`config.mk`:
```
export PLATFORM = sky130hd
export DESIGN_NAME = bcd_calendar
export DESIGN_NICKNAME = d
export VERILOG_FILES = /design/src/rtl/bcd_calendar_pkg.sv /design/src/rtl/cal_prescaler.sv /design/src/rtl/bcd_step.sv /design/src/rtl/cal_month_len.sv /design/src/rtl/bcd_calendar.sv
export SDC_FILE = /design/constraint.sdc
export NUM_CORES = 1
export LEC_CHECK = 0
export BUFFER_PORTS_ARGS = -buffer_cell sky130_fd_sc_hd__buf_4
export CORE_MARGIN = 2
export CORE_UTILIZATION = 30
export CTS_CLUSTER_DIAMETER = 200
export CTS_CLUSTER_SIZE = 24
export DETAILED_ROUTE_END_ITERATION = 6
export PLACE_DENSITY = 0.54
export SETUP_SLACK_MARGIN = 0.05
export SLEW_MARGIN = 20
export SYNTH_ARGS = -nofsm -noshare
export SYNTH_HDL_FRONTEND = slang
export SYNTH_SLANG_ARGS = --single-unit
```
`constraint.sdc`:
```
create_clock -name clk -period 6 [get_ports clk]
set_clock_uncertainty 0.05 [all_clocks]
set_input_delay 0.9 -clock clk [delete_from_list [all_inputs] [get_ports clk]]
set_output_delay 0.9 -clock clk [all_outputs]
set_load 0.02 [all_outputs]
```
`src/rtl/bcd_calendar_pkg.sv`:
```
package bcd_calendar_pkg;

    localparam int SEL_W  = 3;
    localparam int DATA_W = 12;

    typedef enum logic [SEL_W-1:0] {
        FLD_SEC  = 3'd0,
        FLD_MIN  = 3'd1,
        FLD_HOUR = 3'd2,
        FLD_WDAY = 3'd3,
        FLD_MDAY = 3'd4,
        FLD_MON  = 3'd5,
        FLD_YEAR = 3'd6
    } field_e;

    typedef struct packed {
        logic [6:0]  sec;
        logic [6:0]  min;
        logic [5:0]  hour;
        logic [2:0]  wday;
        logic [5:0]  mday;
        logic [4:0]  mon;
        logic [11:0] year;
    } cal_t;

    typedef struct packed {
        cal_t cal;
        logic pulse;
    } cal_state_t;

endpackage

```
`src/rtl/cal_prescaler.sv`:
```
module cal_prescaler #(
    parameter int DIV = 32768
) (
    input  logic clk,
    input  logic rst_n,
    input  logic run,
    output logic tick
);
    localparam int CW = (DIV > 2) ? $clog2(DIV) : 1;
    localparam logic [CW-1:0] LAST = CW'(DIV - 1);

    logic [CW-1:0] cnt_d, cnt_q;
    logic          en_d, en_q;

    always_comb begin
        en_d  = run;
        cnt_d = cnt_q;
        tick  = 1'b0;
        if (run && !en_q) begin
            cnt_d = '0;
        end else if (run) begin
            if (cnt_q == LAST) begin
                cnt_d = '0;
                tick  = 1'b1;
            end else begin
                cnt_d = cnt_q + 1'b1;
            end
        end
    end

    always_ff @(posedge clk or negedge rst_n) begin
        if (!rst_n) begin
            cnt_q <= '0;
            en_q  <= 1'b0;
        end else begin
            cnt_q <= cnt_d;
            en_q  <= en_d;
        end
    end
endmodule

```
`src/rtl/bcd_step.sv`:
```
module bcd_step #(
    parameter int ND = 3
) (
    input  logic [4*ND-1:0] val,
    input  logic [4*ND-1:0] lo,
    input  logic [4*ND-1:0] hi,
    input  logic            inc,
    output logic [4*ND-1:0] nxt,
    output logic            wrap
);
    logic [4*ND-1:0] plus1;

    always_comb begin
        logic carry;
        carry = 1'b1;
        plus1 = val;
        for (int d = 0; d < ND; d++) begin
            if (carry) begin
                if (val[d*4 +: 4] >= 4'd9) begin
                    plus1[d*4 +: 4] = 4'd0;
                end else begin
                    plus1[d*4 +: 4] = val[d*4 +: 4] + 4'd1;
                    carry = 1'b0;
                end
            end
        end
    end

    // Packed BCD compares like binary for valid digits; >= also recovers
    // from an out-of-range value written by software.
    assign wrap = inc && (val >= hi);
    assign nxt  = !inc ? val : (wrap ? lo : plus1);
endmodule

```
`src/rtl/cal_month_len.sv`:
```
module cal_month_len (
    input  logic [4:0]  mon,
    input  logic [11:0] year,
    output logic [5:0]  last_day
);
    logic [3:0] y_h, y_t, y_o;
    logic       div4, div100, h_mult4, leap;

    assign y_h = year[11:8];
    assign y_t = year[7:4];
    assign y_o = year[3:0];

    always_comb begin
        if (y_t[0]) div4 = (y_o == 4'd2) || (y_o == 4'd6);
        else        div4 = (y_o == 4'd0) || (y_o == 4'd4) || (y_o == 4'd8);
        div100  = (y_t == 4'd0) && (y_o == 4'd0);
        h_mult4 = (y_h == 4'd0) || (y_h == 4'd4) || (y_h == 4'd8);
        leap    = div4 && (!div100 || h_mult4);
        case (mon)
            5'h02:                      last_day = leap ? 6'h29 : 6'h28;
            5'h04, 5'h06, 5'h09, 5'h11: last_day = 6'h30;
            default:                    last_day = 6'h31;
        endcase
    end
endmodule

```
`src/rtl/bcd_calendar.sv`:
```
module bcd_calendar
    import bcd_calendar_pkg::*;
#(
    parameter int PRESCALE = 32768
) (
    input  logic              clk,
    input  logic              rst_n,
    input  logic              run_en,
    input  logic              wr_en,
    input  logic [SEL_W-1:0]  wr_sel,
    input  logic [DATA_W-1:0] wr_data,
    input  logic [SEL_W-1:0]  rd_sel,
    output logic [DATA_W-1:0] rd_data,
    output logic              sec_pulse
);
    localparam int ND = DATA_W / 4;
    localparam logic [DATA_W-1:0] Z = '0;

    cal_state_t st_d, st_q;
    logic       tick;
    logic [5:0] mlen;

    logic [DATA_W-1:0] sec_n, min_n, hour_n, wday_n, mday_n, mon_n, year_n;
    logic              sec_w, min_w, hour_w, wday_w, mday_w, mon_w, year_w;

    cal_prescaler #(.DIV(PRESCALE)) u_pre (
        .clk(clk), .rst_n(rst_n), .run(run_en), .tick(tick)
    );

    cal_month_len u_mlen (
        .mon(st_q.cal.mon), .year(st_q.cal.year), .last_day(mlen)
    );

    bcd_step #(.ND(ND)) u_sec (
        .val({5'd0, st_q.cal.sec}), .lo(Z), .hi(12'h059), .inc(tick),
        .nxt(sec_n), .wrap(sec_w)
    );
    bcd_step #(.ND(ND)) u_min (
        .val({5'd0, st_q.cal.min}), .lo(Z), .hi(12'h059), .inc(sec_w),
        .nxt(min_n), .wrap(min_w)
    );
    bcd_step #(.ND(ND)) u_hour (
        .val({6'd0, st_q.cal.hour}), .lo(Z), .hi(12'h023), .inc(min_w),
        .nxt(hour_n), .wrap(hour_w)
    );
    bcd_step #(.ND(ND)) u_wday (
        .val({9'd0, st_q.cal.wday}), .lo(Z), .hi(12'h006), .inc(hour_w),
        .nxt(wday_n), .wrap(wday_w)
    );
    bcd_step #(.ND(ND)) u_mday (
        .val({6'd0, st_q.cal.mday}), .lo(12'h001), .hi({6'd0, mlen}),
        .inc(hour_w), .nxt(mday_n), .wrap(mday_w)
    );
    bcd_step #(.ND(ND)) u_mon (
        .val({7'd0, st_q.cal.mon}), .lo(12'h001), .hi(12'h012), .inc(mday_w),
        .nxt(mon_n), .wrap(mon_w)
    );
    bcd_step #(.ND(ND)) u_year (
        .val(st_q.cal.year), .lo(Z), .hi(12'h999), .inc(mon_w),
        .nxt(year_n), .wrap(year_w)
    );

    always_comb begin
        st_d          = st_q;
        st_d.pulse    = tick;
        st_d.cal.sec  = sec_n[6:0];
        st_d.cal.min  = min_n[6:0];
        st_d.cal.hour = hour_n[5:0];
        st_d.cal.wday = wday_n[2:0];
        st_d.cal.mday = mday_n[5:0];
        st_d.cal.mon  = mon_n[4:0];
        st_d.cal.year = year_n;
        if (wr_en && run_en) begin
            case (wr_sel)
                FLD_SEC:  st_d.cal.sec  = wr_data[6:0];
                FLD_MIN:  st_d.cal.min  = wr_data[6:0];
                FLD_HOUR: st_d.cal.hour = wr_data[5:0];
                FLD_WDAY: st_d.cal.wday = wr_data[2:0];
                FLD_MDAY: st_d.cal.mday = wr_data[5:0];
                FLD_MON:  st_d.cal.mon  = wr_data[4:0];
                FLD_YEAR: st_d.cal.year = wr_data;
                default:  ;
            endcase
        end
    end

    always_ff @(posedge clk or negedge rst_n) begin
        if (!rst_n) begin
            st_q          <= '0;
            st_q.cal.mday <= 6'h01;
            st_q.cal.mon  <= 5'h01;
        end else begin
            st_q <= st_d;
        end
    end

    always_comb begin
        case (rd_sel)
            FLD_SEC:  rd_data = {5'd0, st_q.cal.sec};
            FLD_MIN:  rd_data = {5'd0, st_q.cal.min};
            FLD_HOUR: rd_data = {6'd0, st_q.cal.hour};
            FLD_WDAY: rd_data = {9'd0, st_q.cal.wday};
            FLD_MDAY: rd_data = {6'd0, st_q.cal.mday};
            FLD_MON:  rd_data = {7'd0, st_q.cal.mon};
            FLD_YEAR: rd_data = st_q.cal.year;
            default:  rd_data = '0;
        endcase
    end

    assign sec_pulse = st_q.pulse;
endmodule

```
After elaboration in Yosys (flattened, before gate mapping). Cells that the tools add are included. Widths: inputs -> output; s select.

Output and inout bits: 13. Logic and storage cells: 157. Register bits after elaboration: 63. Input port bits: 22.

Equal/unequal tests: 24. Order comparisons: 21. Add/sub/neg operators: 15. Multiplexer cells: 61. Reductions and logical operators: 26.

Operators by type and width (number): $pmux 12 s7 (1); $mux 46 (1); $mux 15 (3); $mux 7 (6); $mux 4 (10); $mux 12 (3); $mux 6 (6); $add 4x1->4 const B (8); $ge 4x4->1 const B (8); $mux 3 (8); $eq 3x3->1 const B (6); $add 15x1->15 const B (1); $eq 15x15->1 const B (1); $mux 1 (15); $mux 5 (3); $ge 7x7->1 const B (2); $eq 3x2->1 const B (4); $eq 4x3->1 const B (3); $ge 12x12->1 const B (1); $ge 3x4->1 const B (3); $logic_not 4->1 (3); $pmux 6 s2 (1); $logic_and 1x1->1 (11); $eq 5x3->1 const B (2); other kinds (21) (37).

Depth between registers and ports, before layout. Gate-level depths: netlist (run 1).

Depth after elaboration: 15. Gate-level depth with buffers: 15. Mapped depth without buffers: 14.

Hierarchy. Synthesis (run 1) repeated with hierarchy kept, for this count alone.

Cells, all modules: 1144. Area, all modules: 9673.0 µm².

Modules (own cells, without submodules): bcd_step (area each 915.9 µm², seq. area each 0.0 µm², cells an instance 124, instances 7); bcd_calendar (area each 2230.9 µm², seq. area each 1178.6 µm², cells an instance 166, instances 1); cal_prescaler (area each 888.4 µm², seq. area each 400.4 µm², cells an instance 87, instances 1); cal_month_len (area each 142.6 µm², seq. area each 0.0 µm², cells an instance 23, instances 1).

Worst setup path before layout (run 1). OpenSTA, ideal clock, no wires.

Path type: register to register. From: register st_q[5] (netlist bit). To: register st_q[14] (netlist name). Arrival: 3314 ps. Setup slack: 2554 ps. Path buffers: 1. Required time: 5867 ps. Library setup time: 83 ps. Cell stages (with the launch flop): 14. Clock period less this slack: 3446 ps. Cells stage by stage: dfrtp_1 -> inv_1 -> ha_1 -> or4b_2 -> a2111o_1 -> a21oi_1 -> a311oi_1 -> ha_1 -> nor4b_1 -> o22a_1 -> clkbuf_1 -> nor2_1 -> mux2_2 -> o21ai_0.

RTL lines: from (decl) (RTL line bcd_calendar.sv:19) `cal_state_t st_d, st_q;`; from (signal assigned) (RTL line bcd_calendar.sv:93) `st_q <= st_d;`.

==> results of run 1 <==
-- flip-flops by register name, summed over array words and instances, names as in the netlist --
name / cells
u_pre.cnt_q: 15
st_q: 46
u_pre.en_q: 1
sec_pulse: 1
-- layout make-up --
type,instances,area share (%)
multi-input combinational,451,54.4
clock buffer,11,4.54
clock inverter,4,0.809
timing repair buffer,36,4.85
sequential,63,28.3
tap,216,4.85
inverter,33,2.22
-- cell usage after synthesis (all sizes together), types with 7 or more instances --
| cell type | number |
|---|---|
| a21oi | 40 |
| a31oi | 15 |
| and2 | 11 |
| and3 | 11 |
| and4 | 7 |
| buf | 11 |
| clkbuf | 10 |
| dfrtp | 61 |
| ha | 41 |
| inv | 33 |
| mux2i | 8 |
| nand2 | 55 |
| nand3 | 18 |
| nand4 | 8 |
| nor2 | 58 |
| nor2b | 9 |
| nor3 | 10 |
| o21ai | 43 |
| o31ai | 7 |
| xor2 | 9 |
-- through the flow --
step	utilization [%]	setup slack, ns
5_1_grt	35.2	1.34
4_1_cts	35.2	1.65
3_5_place_dp	33.3	1.65
6_report	35.2	1.61
2_1_floorplan	-	2.55
3_3_place_gp	33.3	1.78
-- worst max path at each step --
stage               endpoint    start  slack, ns
floorplan           st_q[14]  st_q[5]       2.55
global placement     st_q[5]  st_q[5]       1.78
detailed placement   st_q[5]  st_q[5]       1.65
CTS                  st_q[5]  st_q[5]       1.65
global route         st_q[5]  st_q[5]       1.34
finish               st_q[5]  st_q[5]       1.61
-- critical path, stage by stage, from the launching register on --
cell and delay (ns):
dfrtp_1 0.47, inv_1 0.12, ha_1 0.14, or4b_2 0.58, a2111o_1 0.41, a21oi_1 0.14, a311oi_1 0.07, ha_1 0.30
nor4b_1 0.05, o22a_1 0.33, nor4_2 0.57, nand2_1 0.45, or3_1 0.46, a31oi_1 0.16
-- metal layers --
metal / track usage [%] / vias up / share of wire [%]
li1: - / 2111 / -
met4: 7.01 / 0 / 2.7
met2: 28.0 / 154 / 46
met1: 23.4 / 2159 / 46
met5: 0 / - / 0
met3: 3.87 / 22 / 5.8
-- logic make-up (layout without fill, tap and decap cells) --
logic type	Yosys count	after routing	share of synthesized area [%]
buf+inv	54	84	4.73
mux	17	17	4.45
flops	63	63	32.6
compound gates	156	156	21.0
simple gates	226	226	24.6
fa+ha+maj	41	41	10.6
xor+xnor	11	11	1.99
-- layout by cell type, fill, tap and decap left out, types with 3 or more instances in the layout --
cell / count
nor2b_1: 9
nor3b_1: 6
nand4b_1: 3
nand3_1: 18
a31oi_1: 15
a21boi_0: 3
a21oi_1: 39
mux2i_1: 8
nand4_1: 7
and3_1: 11
dfrtp_1: 61
nor2_1: 58
nand2_1: 55
a22o_1: 6
nor3_1: 10
and2_1: 11
o211ai_1: 3
o22ai_1: 3
clkinv_2: 3
clkbuf_16: 9
ha_1: 41
a22oi_1: 3
o31ai_1: 6
mux2_2: 6
nor4_1: 3
a41oi_1: 5
xor2_1: 9
or3_1: 6
and4_1: 7
nand2b_1: 6
buf_4: 36
nand3b_1: 3
mux4_2: 3
or2_2: 4
o21ai_0: 43
inv_1: 33
-- power by group through the flow --
stage / Sequential (mW) / Combinational (mW) / Clock (mW)
floorplan: 0.582 / 0.351 / 0
global placement: 0.629 / 0.463 / 0
detailed placement: 0.629 / 0.471 / 0
CTS: 0.623 / 0.473 / 0.549
global route: 0.640 / 0.534 / 0.567
finish: 0.628 / 0.473 / 0.534
==> summary.txt, run 1 <==
Place
  • RD Place Congestion: 0.849
  • Dpl cell area: approximately 5300 sq um
  • Placed instance count: about 800
  • Port bufs: 34
  • Dpl hpwl: around 10000 um

Synth
  • Yosys top cell by area: dfrtp_1
  • Yosys cell types: 71
  • EDFF count, synth: 0
  • Syn Nets: 631
  • Cells after synthesis: 568
  • Cell Area, Synth: 4840 sq um
  • Sequential area share after synthesis: 32.6%
  • Avg Inst Size Synth: ~8.5 sq um
  • Synth Flop Type: dfrtp_1
  • Ranking of synthesized cells by area: dfrtp_1, ha_1, nor2_1
  • Number of synthesized register bits: 63
  • Yosys warns: 0
  • Top-area cell type share of the netlist area: 31.6%
  • Async SR Flop Fraction: 100%

STA
  • Slew HR: between 30% and 40%
  • FMAX: about 230 MHz
  • Max-slew violations: 0
  • Final-report setup violation count: 0
  • Final setup TNS: 0 ns
  • Final Cycle Share: 73.2%
  • Final hold viol count: 0
  • Min Clock Period, post-route: roughly 4.4 ns
  • RSZ-0062 raised after global routing: no
  • Worst-Margin Slew: about 1.0 ns
  • WHS: 0.467 ns

Layout
  • Post-Layout Cell Count: 814
  • Proportion of layout cells with a drive suffix above 1: approximately an eighth
  • Filler Cells Inserted: between 1500 and 2000
  • Nets: between 600 and 700
  • Layout area overhead: 15.2%
  • Multi-input gate area: approximately 3000 sq um
  • Final Cell Area: 5570 sq um
  • Register area: ~1600 sq um
  • Antenna Cells: 0

Detailed routing
  • Routed Antenna Nets: 0
  • Drt first pass iters: 5
  • Vias per cell: about 5.5
  • DR iter-0 viols: about 380
  • DRC: 0
  • Routed len/inst: 17.5 um
  • Detailed Route WL: about 14000 um
  • Routed via count: around 4400

Power and ir drop
  • Power Total: around 1.6 mW
  • Comb pwr share: between 20 and 30%
  • Power per Cell Area: just under 300 nW/um^2
  • Clock power frac: 32.6%
  • Switching Share: between 30% and 40%
  • Sequential power share: between 30% and 40%
  • Max VDD drop: between 0.1 and 0.15 mV
  • Internal power: approximately 1.0 mW
  • Net Switching: ~0.6 mW
  • Static Leak: 2.42 nW

Clock tree
  • CTS Sinks: 63
  • CTS clock-pin slew for the worst setup and hold paths: roughly 0.05 ns
  • Hold buffer count at cts: 0
  • CTS Buffer Depth: 2
  • Root Buffer: clkbuf_16
  • Post-cts resize count: 0
  • CTS Buf Count: 9
  • Clk_lat worst skew: approximately 0.34 ns
  • H-tree level count: 3
  • Post-CTS Setup Inserts: 0
  • CTS tree: yes

Critical path
  • Worst Path Max Fanout: 12
  • Worst R2R Path Depth: 13
  • Crit Path Category: reg2reg
  • WP data arrival: ~4.6 ns
  • Reg2reg end: st_q[5]
  • Worst reg2reg setup slack: 1.61 ns
  • Setup crit end kind: register
  • Reg2Reg Launch Point: st_q[5]
  • CP required: 6.20 ns
  • Startpoint Class: register

Floorplan
  • Core area: around 16000 sq um
  • I/O pin total: 35
  • DIE HEIGHT: about 130 um
  • Chip width: between 100 and 150 um
  • Die ar.: about 17000 sq um
  • Site Rows: 46
  • Initial Util: a little under a third

GRT
  • Global-route usage over all layers: approximately 18%
  • First-pass GRT wire length: 23300 um
  • Grt total ovfl: 0
  • Vias in the first global route: about 4300
  • Initial antenna violation count: 0
  • Largest net degree at the start of global routing: 64

Min path
  • Worst Hold End: u_pre.cnt_q[3]
  • Path type of the worst min-delay path: reg2reg
  • Min-delay src: u_pre.cnt_q[3]
  • Hold path cells: 1

Run
  • Max cap viols: 0

Outcome
  • Status: finished, final reports clean
No activity file was read; power rests on OpenSTA's default activity.
==> run 2, diff against run 1 <==
- PLACE_DENSITY: 0.54 -> 0.56
- clock period: 6 -> 3.9 ns (I/O delays scaled with it)
==> run 2 against run 1 <==
  * Via count is 1.8% higher
  * Fmax is 22% higher
  * Register-to-register slack got worse by 1.3 ns
  * Clock-buffer cell count shrank 1
  * Global-route usage hardly changed
  * Clock power is 50% higher
  * First-iteration DRC count is 0.79% lower
  * Sequential cell count did not move
  * Largest power group unchanged
  * Setup slack lost 1.3 ns
==> summary.txt, run 2 (synthesis gave the netlist of run 1 again) <==
STA
  • Worst-Margin Slew: 1.08 ns (+0.0416 ns)
  • Max-slew violations: 0 (unchanged)
  • FMAX: 278 MHz (+22%)
  • Final-report setup violation count: 0 (unchanged)
  • Final setup TNS: 0 ns (unchanged)
  • Min Clock Period, post-route: 3.59 ns (-0.799 ns)
  • Final Cycle Share: 92.1% (+19 points)
  • Final hold viol count: 0 (unchanged)
  • Slew HR: 27.5% (-2.8 points)
  • RSZ-0062 raised after global routing: no

Run
  • Max cap viols: 0 (unchanged)

Power and ir drop
  • Clock power frac: 31.7% (-0.9 points)
  • Net Switching: 0.937 mW (+58%)
  • Sequential power share: 37.9% (-0.5 points)
  • Static Leak: 2.45 nW (+1.1%)
  • Max VDD drop: 0.254 mV (+82%)
  • Internal power: 1.59 mW (+52%)
  • Switching Share: 37.1% (+0.90 points)
  • Comb pwr share: 30.4% (+1.4 points)
  • Power per Cell Area: 449 nW/um^2 (+53%)

GRT
  • Met1 GRT Util: 24.0% (+0.55 points)
  • Vias in the first global route: 4333 (+0.16%)
  • M2 GR Usage: 27.2% (-0.88 points)
  • Global-route track usage on met3: 4.03% (+0.16 points)
  • Global-route usage over all layers: 17.7% (+0.019 points)
  • Grt total ovfl: 0 (unchanged)
  • Largest net degree at the start of global routing: 64 (unchanged)
  • Initial antenna violation count: 0 (unchanged)
  • First-pass GRT wire length: 23100 um (-0.77%)
  • GRT busiest layer: met2

Floorplan
  • DIE HEIGHT: 131 um (unchanged)
  • Site Rows: 46 (unchanged)
  • Chip width: 131 um (unchanged)
  • Core area: 15800 sq um (unchanged)
  • I/O pin total: 35 (unchanged)
  • Initial Util: 30.6% (unchanged)
  • Die ar.: 17200 sq um (unchanged)

Layout
  • Biggest regs: st_q: 46 flops, u_pre.cnt_q: 15 flops
  • Max reg flops: 46 (unchanged)
  • Antenna Cells: 0 (unchanged)
  • Layout area overhead: 16.3%
  • Biggest register: st_q
  • Final Cell Area: 5620 sq um (+0.97%)
  • Proportion of layout cells with a drive suffix above 1: 14.0% (+0.98 points)
  • Post-Layout Cell Count: 822 (+0.98%)
  • Commonest non-fill, non-tap cell in the layout: dfrtp_1
  • Nets: 664 (+1.1%)
  • Most frequent cells in the layout: dfrtp_1, nor2_1, nand2_1, o21ai_0, buf_4

Critical path
  • CP max stage delay: 0.58 ns (about the same)
  • Setup crit end kind: register
  • CP required: 4.05 ns (-2.15 ns)
  • Largest delay share family, worst path: simple AND/OR/NAND/NOR gates
  • CP most frequent cell: ha_1
  • Worst path cell trace: inv_1 -> ha_1 -> or4b_2 -> a2111o_1 -> a21oi_1 -> a311oi_1 -> ha_1 -> nor4b_1 -> o22a_1 -> nor4_4 -> and2_1 -> a41oi_1 -> o22ai_1
  • Slowest cell on crit path: or4b_2
  • Critical path buffers and inverters: 1 (unchanged)
  • Startpoint Class: register
  • Crit Path Category: reg2reg
  • WP data arrival: 3.74 ns (-0.85 ns)
  • Worst Path Max Fanout: 8 (-4)

Detailed routing
  • Detailed Route WL: 14300 um (+0.41%)
  • Routed Antenna Nets: 0 (unchanged)
  • DRC: 0 (unchanged)
  • Routed via count: 4526 (+1.8%)
  • Vias per cell: 5.51 (+0.81%)
  • DR iter-0 viols: 375 (-0.79%)
  • Routed len/inst: 17.4 um (-0.56%)
  • Drt first pass iters: 5 (unchanged)

Clock tree
  • CTS Buffer Depth: 2 (unchanged)
  • Clk_lat worst skew: 0.34 ns (about the same)
  • H-tree level count: 3 (unchanged)
  • CTS Sinks: 63 (unchanged)
  • CTS Buf Count: 9 (unchanged)
  • Root Buffer: clkbuf_16
  • CTS tree: yes
  • CTS clock-pin slew for the worst setup and hold paths: 0.06 ns (about the same)

Outcome
  • Status: finished, final reports clean

Place
  • Dpl hpwl: 10500 um (+0.75%)
  • Port bufs: 34 (unchanged)
  • RD Place Congestion: 0.852 (+0.31%)
  • Dpl cell area: 5330 sq um (+1.0%)
  • Placed instance count: 806 (+0.88%)

Min path
  • Path type of the worst min-delay path: in2async
## run 2: layout make-up
class                           instances  area, sq um
Clock buffer                           10          229
Tap cell                              216          270
Clock inverter                          6         61.3
Timing Repair Buffer                   43          323
Sequential cell                        63         1580
Inverter                               33          124
Multi-Input combinational cell        451         3040
Fill cell                            1619        10200
## run 2: metal layers
metal / part of all wire (%) / up-vias
li1: - / 2128
met1: 46 / 2185
met2: 45 / 182
met3: 6.5 / 31
met4: 2.5 / 0
met5: 0 / -
## run 2: power groups by stage
| stage | registers [mW] | logic [mW] | clock network (mW) |
|---|---|---|---|
| after floorplan | 0.895 | 0.540 | 0 |
| after global placement | 0.955 | 0.736 | 0 |
| after detailed placement | 0.961 | 0.752 | 0 |
| after CTS | 0.950 | 0.756 | 0.821 |
| after global routing | 0.977 | 0.866 | 0.856 |
| final | 0.956 | 0.768 | 0.801 |
## run 2: worst paths after layout
kind	slack, ns	to	from	cells after the start
max	0.31	st_q[4]	st_q[6]	13
min	0.30	st_q[10]	rst_n	1
max reg2reg	0.31	st_q[4]	st_q[6]	13
min reg2reg	0.47	u_pre.cnt_q[3]	u_pre.cnt_q[3]	1
max in group asynchronous	2.94	st_q[29]	rst_n	1
min in group clk	0.39	u_pre.en_q	run_en	1
## run 2: through the flow
stage | hold slack, ns | utilization [%] | power, mW | setup slack, ns
final | 0.295 | 35.5 | 2.53 | 0.309
after CTS | 0.339 | 35.5 | 2.53 | 0.272
after global placement | 0.448 | 33.6 | 1.69 | 0.373
after global routing | 0.377 | 35.5 | 2.70 | 0.0797
after detailed placement | 0.456 | 33.6 | 1.71 | 0.288
after floorplan | 0.239 | - | 1.43 | 0.454
## run 2: worst reg2reg max path, delay by kind of cell (launching register included)
family	cells	cell delay [ns]
buf+inv	1	0.10
flops	1	0.37
fa+ha+maj	2	0.46
simple gates	4	1.27
compound gates	6	1.20
## run 2: timing repair
item / CTS / global route
setup endpoints to repair: 0 / 2
hold buffers: 0 / 0
resized for setup: 0 / 1
setup buffers: 0 / 0
